<file path="src/rtl/drt_pkg.sv">
package drt_pkg;
  localparam int unsigned NCH = 2;
  typedef logic [NCH-1:0] chvec_t;
endpackage

</file>
<file path="src/rtl/drt_route.sv">
module drt_route (
  input  logic clk,
  input  logic rst,
  input  logic ready,
  input  logic active,
  input  logic host_rst,
  input  logic host_drive_low,
  input  logic card_low,
  output logic rst_o,
  output logic conn_o,
  output logic pullhi_o,
  output logic drive_low_o,
  output logic talk_low_o
);
  logic rst_d;
  logic past_ok;

  always_comb begin
    rst_d = rst_o;
    if (!ready)      rst_d = 1'b0;
    else if (active) rst_d = host_rst;
  end

  always_ff @(posedge clk) begin
    if (rst) begin
      rst_o       <= 1'b0;
      conn_o      <= 1'b0;
      pullhi_o    <= 1'b0;
      drive_low_o <= 1'b0;
      talk_low_o  <= 1'b0;
      past_ok     <= 1'b0;
    end else begin
      rst_o       <= rst_d;
      conn_o      <= ready & active;
      pullhi_o    <= ready & ~active;
      drive_low_o <= ready & active & host_drive_low;
      talk_low_o  <= ready & active & card_low;
      past_ok     <= 1'b1;
    end
  end

  AST_RST_FOLLOW: assert property (@(posedge clk) disable iff (rst || !past_ok)
    $past(ready && active) |-> rst_o == $past(host_rst));
  AST_RST_HOLD: assert property (@(posedge clk) disable iff (rst || !past_ok)
    $past(ready && !active) |-> rst_o == $past(rst_o));
  AST_DESEL_ISOLATE: assert property (@(posedge clk) disable iff (rst || !past_ok)
    $past(ready && !active) |-> pullhi_o && !conn_o && !drive_low_o);
  AST_IDLE_QUIET: assert property (@(posedge clk) disable iff (rst || !past_ok)
    $past(!ready) |-> !rst_o && !conn_o && !pullhi_o && !drive_low_o);
endmodule

</file>
<file path="src/rtl/drt_clk_gate.sv">
module drt_clk_gate #(
  parameter int unsigned STOP_EDGES = 2
) (
  input  logic clk,
  input  logic rst,
  input  logic ready,
  input  logic want,
  input  logic src_now,
  input  logic src_prev,
  output logic clk_o
);
  localparam int unsigned CW = $clog2(STOP_EDGES + 1);

  logic          gate_q, gate_d;
  logic [CW-1:0] cnt_q, cnt_d;
  logic          fall;
  logic          past_ok;

  assign fall = src_prev & ~src_now;

  always_comb begin
    gate_d = gate_q;
    cnt_d  = cnt_q;
    if (!ready) begin
      gate_d = 1'b0;
      cnt_d  = '0;
    end else if (want) begin
      cnt_d = '0;
      if (!gate_q && !src_now) gate_d = 1'b1;
    end else if (gate_q && fall) begin
      if (cnt_q == CW'(STOP_EDGES - 1)) begin
        gate_d = 1'b0;
        cnt_d  = '0;
      end else begin
        cnt_d = cnt_q + 1'b1;
      end
    end
  end

  always_ff @(posedge clk) begin
    if (rst) begin
      gate_q  <= 1'b0;
      cnt_q   <= '0;
      clk_o   <= 1'b0;
      past_ok <= 1'b0;
    end else begin
      gate_q  <= gate_d;
      cnt_q   <= cnt_d;
      clk_o   <= gate_d & src_now;
      past_ok <= 1'b1;
    end
  end

  AST_GATE_AT_LOW: assert property (@(posedge clk) disable iff (rst || !past_ok)
    ($past(ready) && (gate_q != $past(gate_q))) |-> !clk_o);
  AST_CLK_IDLE: assert property (@(posedge clk) disable iff (rst || !past_ok)
    $past(!ready) |-> !clk_o);
  AST_RUN_KEEP: assert property (@(posedge clk) disable iff (rst || !past_ok)
    $past(ready && want && gate_q) |-> gate_q);
endmodule

</file>
<file path="src/rtl/dual_card_router.sv">
module dual_card_router #(
  parameter int unsigned STOP_EDGES = 2
) (
  input  logic       clk,
  input  logic       rst,
  input  logic       sel,
  input  logic [1:0] clk_run,
  input  logic [1:0] vsel,
  input  logic [1:0] ch_en,
  input  logic [1:0] ch_ready,
  input  logic       host_rst,
  input  logic       card_clk_src,
  input  logic       host_drive_low,
  input  logic [1:0] card_low,
  output logic       host_pull_low,
  output logic       host_pullup,
  output logic [1:0] card_rst,
  output logic [1:0] card_clk,
  output logic [1:0] card_io_conn,
  output logic [1:0] card_io_pullhi,
  output logic [1:0] card_drive_low,
  output logic [1:0] vcode
);
  import drt_pkg::*;

  chvec_t active;
  chvec_t talk_low;
  logic   src_prev;
  logic   past_ok;

  always_ff @(posedge clk) begin
    if (rst) begin
      src_prev    <= 1'b0;
      vcode       <= '0;
      host_pullup <= 1'b1;
      past_ok     <= 1'b0;
    end else begin
      src_prev    <= card_clk_src;
      vcode       <= vsel;
      host_pullup <= ~|ch_en;
      past_ok     <= 1'b1;
    end
  end

  for (genvar g = 0; g < NCH; g++) begin : g_ch
    assign active[g] = (sel == 1'(g));

    drt_route u_route (
      .clk            (clk),
      .rst            (rst),
      .ready          (ch_ready[g]),
      .active         (active[g]),
      .host_rst       (host_rst),
      .host_drive_low (host_drive_low),
      .card_low       (card_low[g]),
      .rst_o          (card_rst[g]),
      .conn_o         (card_io_conn[g]),
      .pullhi_o       (card_io_pullhi[g]),
      .drive_low_o    (card_drive_low[g]),
      .talk_low_o     (talk_low[g])
    );

    drt_clk_gate #(.STOP_EDGES(STOP_EDGES)) u_gate (
      .clk      (clk),
      .rst      (rst),
      .ready    (ch_ready[g]),
      .want     (active[g] | clk_run[g]),
      .src_now  (card_clk_src),
      .src_prev (src_prev),
      .clk_o    (card_clk[g])
    );
  end

  assign host_pull_low = |talk_low;

  AST_ONE_TALKER: assert property (@(posedge clk) disable iff (rst)
    $onehot0(card_io_conn));
  AST_PULL_XOR_CONN: assert property (@(posedge clk) disable iff (rst)
    (card_io_conn & card_io_pullhi) == 2'b00);
  AST_VCODE_TRACK: assert property (@(posedge clk) disable iff (rst || !past_ok)
    vcode == $past(vsel));
  AST_HOST_PULLUP: assert property (@(posedge clk) disable iff (rst || !past_ok)
    host_pullup == ($past(ch_en) == 2'b00));
endmodule

</file>
<file path="config.mk">
export PLATFORM = sky130hd
export DESIGN_NAME = dual_card_router
export DESIGN_NICKNAME = d
export VERILOG_FILES = /design/src/rtl/drt_pkg.sv /design/src/rtl/drt_route.sv /design/src/rtl/drt_clk_gate.sv /design/src/rtl/dual_card_router.sv
export SDC_FILE = /design/constraint.sdc
export NUM_CORES = 1
export LEC_CHECK = 0
export BUFFER_PORTS_ARGS = -buffer_cell sky130_fd_sc_hd__buf_2
export CORE_MARGIN = 10
export CORE_UTILIZATION = 42
export DETAILED_ROUTE_END_ITERATION = 6
export PLACE_DENSITY = 0.78
export SLEW_MARGIN = 20
export SYNTH_ARGS = -nofsm -noshare
export SYNTH_HDL_FRONTEND = slang
export SYNTH_SLANG_ARGS = --single-unit
</file>
<file path="constraint.sdc">
create_clock -name clk -period 0.81 [get_ports clk]
set_input_delay 0 -clock clk [delete_from_list [all_inputs] [get_ports clk]]
set_output_delay 0 -clock clk [all_outputs]
set_load 0.01 [all_outputs]
</file>
==> impl_metrics.sql <==
INSERT INTO impl_metrics (metric_group, metric, value, unit) VALUES
('outcome', 'status', 'complete, but fails checks', ''),
('outcome', 'failed_checks', 'setup timing', ''),
('yosys', 'yosysUniqueCellTypes', '26', ''),
('floorplanning', 'ioPinCount', '30', ''),
('global_route', 'track_usage', '9.45', '%'),
('yosys', 'ys.flop_type', 'dfxtp_1', ''),
('timing', 'hold_violations', '0', ''),
('routing', 'wire_length_reported_by_the_detailed_router', '2.02', 'mm'),
('finish', 'synthToLayoutAreaGrowth', '49.5', '%'),
('finish', 'reg_area', '448', 'µm²'),
('timing', 'maxClockFrequency', '1010', 'MHz'),
('clock_tree', 'clk-insertion-delay-late', '310', 'ps'),
('yosys', 'postSynthCellCount', '77', ''),
('yosys', 'synthTopCellsByArea', 'dfxtp_1 (54%), buf_4 (9.2%), nand3b_1 (3.7%)', ''),
('power', 'p_sw', '470', 'µW'),
('routing', 'vias_per_cell', '4.58', ''),
('critical_path', 'worst_setup_path_start_kind', 'flip-flop', ''),
('timing', 'setup_total_negative_slack', '-641', 'ps'),
('power', 'power_per_cell_area', '1850', 'nW/µm²'),
('critical_path', 'regToRegStartpoint', 'src_prev', ''),
('placement', 'hpwl', '1.22', 'mm'),
('yosys', 'synth_enable_flop_cells', '0', ''),
('timing', 'rsz0062_at_grt', 'true', ''),
('finish', 'mostFrequentLayoutCell', 'buf_2', ''),
('routing', 'dr.first_iter.drc_count', '23', ''),
('global_route', 'pin_count_of_the_biggest_net_entering_global_routing', '14', ''),
('routing', 'vias', '660', ''),
('global_route', 'antenna_found_initial', '0', ''),
('finish', 'multi_input_gate_area_in_the_final_layout', '315', 'µm²'),
('clock_tree', 'clock-sinks', '22', ''),
('floorplanning', 'fp-row-count', '15', ''),
('yosys', 'postSynthNetCount', '93', ''),
('finish', 'final_design_area_no_fill', '1220', 'µm²'),
('routing', 'routed_wire_length_per_instance', '14.0', 'µm'),
('global_route', 'grt_pass1_wl', '3.04', 'mm'),
('global_route', 'grt_pass1_vias', '673', ''),
('power', 'swShare', '20.9', '%'),
('power', 'comb_power_share', '12.0', '%'),
('yosys', 'ys_warns', '0', ''),
('critical_path', 'timing.critical_path.to_type', 'output port', ''),
('routing', 'antenna_violating_nets_post_route', '0', ''),
('global_route', 'overflow', '0', ''),
('power', 'power_leakage', '0.569', 'nW'),
('floorplanning', 'initial_utilization', '45.7', '%'),
('critical_path', 'timing.setup.critical_path_class', 'reg -> out', ''),
('clock_tree', 'clkTransAtPathRegs', '120', 'ps'),
('critical_path', 'worstSetupStartpoint', 'g_ch[0].u_route.talk_low_o', ''),
('critical_path', 'critPathArrivalTime', '990', 'ps'),
('clock_tree', 'cts_post_setup_buffers_inserted', '0', ''),
('yosys', 'synth_top_cell_by_area', 'dfxtp_1', ''),
('finish', 'antenna_cells', '0', ''),
('clock_tree', 'cts-root-buf', 'clkbuf_4', ''),
('finish', 'drive_above_1_share', '43.7', '%'),
('timing', 'period_needed', '993', 'ps'),
('yosys', 'synth-seq-cells', '22', ''),
('run', 'maxCapViolCount', '0', ''),
('power', 'peak_supply_drop', '0.000985', 'V'),
('clock_tree', 'clock_tree_from_tritoncts', 'done', ''),
('yosys', 'synth.avg_cell_area', '10.6', 'µm²'),
('hold_path', 'whs_path_depth', '2', ''),
('power', 'power', '2.25', 'mW'),
('placement', 'placed_cell_area', '948', 'µm²'),
('timing', 'setup-violations-final', '7', ''),
('yosys', 'synth.cell_area', '815', 'µm²'),
('timing', 'finalClockSkew', '1.29', 'ps'),
('timing', 'worstMarginPinSlew', '202', 'ps'),
('timing', 'postLayoutSetupSlackWorst', '-183', 'ps'),
('clock_tree', 'clk_path_buf_depth', '2', ''),
('placement', 'gp_congestion', '0.755', ''),
('timing', 'max_slew_margin', '86.5', '%'),
('clock_tree', 'cts_inserted_buffers', '3', '');
==> synthesized netlist by cell type (all sizes together), types with 2 or more instances <==
library cell / n
xnor2: 2
dfxtp: 22
and2: 4
nand2b: 2
mux2i: 2
nor2b: 3
nor2: 6
nand3b: 4
nand3: 2
a31oi: 2
buf: 11
and3: 6
and2b: 3
==> per-layer routing <==
layer / vias up / track usage, % / routed length (µm)
met4: 0 / 6.56 / 53
li1: 333 / - / -
met2: 25 / 16.5 / 1010
met1: 298 / 8.99 / 810
met5: - / 0 / 0
met3: 4 / 3.48 / 146
==> state kept, by name (all words and copies together) (netlist names) <==
register                  cells
g_ch.u_route.pullhi_o         2
g_ch.u_gate.gate_q            2
g_ch.u_route.rst_o            2
vcode                         2
g_ch.u_gate.clk_o             2
g_ch.u_route.talk_low_o       2
src_prev                      1
g_ch.u_route.drive_low_o      2
host_pullup                   1
g_ch.u_gate.cnt_q             4
g_ch.u_route.conn_o           2
==> path summary, 6_finish.rpt <==
check | to | slack [ps]
max reg2reg | g_ch[0].u_gate.gate_q | -70
min reg2reg | g_ch[1].u_gate.cnt_q[1] | 470
min | g_ch[0].u_route.pullhi_o | 0.6
max | host_pull_low | -180
==> per-stage QoR <==
step | worst slack (ps) | utilization (%) | cells
2_1_floorplan | -32.2 | - | 77
3_3_place_gp | -33.7 | 53.2 | 124
3_5_place_dp | -60.3 | 53.2 | 124
4_1_cts | -170 | 65.5 | 143
5_1_grt | -222 | 68.3 | 144
6_report | -183 | 68.3 | 144
==> power groups by stage <==
| stage | clock [mW] | sequential (mW) | combinational, mW |
|---|---|---|---|
| finish | 0.849 | 1.13 | 0.270 |
| CTS | 0.847 | 1.13 | 0.251 |
| floorplan | 0 | 1.16 | 0.101 |
| global route | 0.907 | 1.13 | 0.292 |
| global placement | 0 | 1.15 | 0.184 |
| detailed placement | 0 | 1.15 | 0.188 |
==> layout make-up <==
| cell class | count | area share (%) |
|---|---|---|
| Timing Repair Buffer | 49 | 30.1 |
| Clock inverter | 1 | 2.47 |
| Clock buffer | 3 | 1.85 |
| Inverter | 1 | 0.308 |
| Multi-Input combinational cell | 43 | 25.9 |
| Sequential cell | 22 | 36.8 |
| Tap cell | 25 | 2.57 |
==> cells by family after synthesis <==
logic type      after synthesis  share of synthesized area, %
simple gates                 32                          25.5
flops                        22                          54.1
buf+inv                      12                          10.3
xor+xnor                      2                          2.15
compound gates                7                          5.53
mux                           2                          2.46
==> timing repair <==
item | 4_1_cts | 5_1_grt
endpoints found under the setup margin | 8 | 13
cloned | 0 | 0
pin swaps | 9 | 6
gates resized for setup | 6 | 10
hold endpoints to repair | 14 | 3
hold buffers | 15 | 2
==> critical path, stage by stage (launching register included) <==
cell,delay (ps)
dfxtp_1,320
or2_4,240
buf_6,120
(Power assumes the default switching activity.)
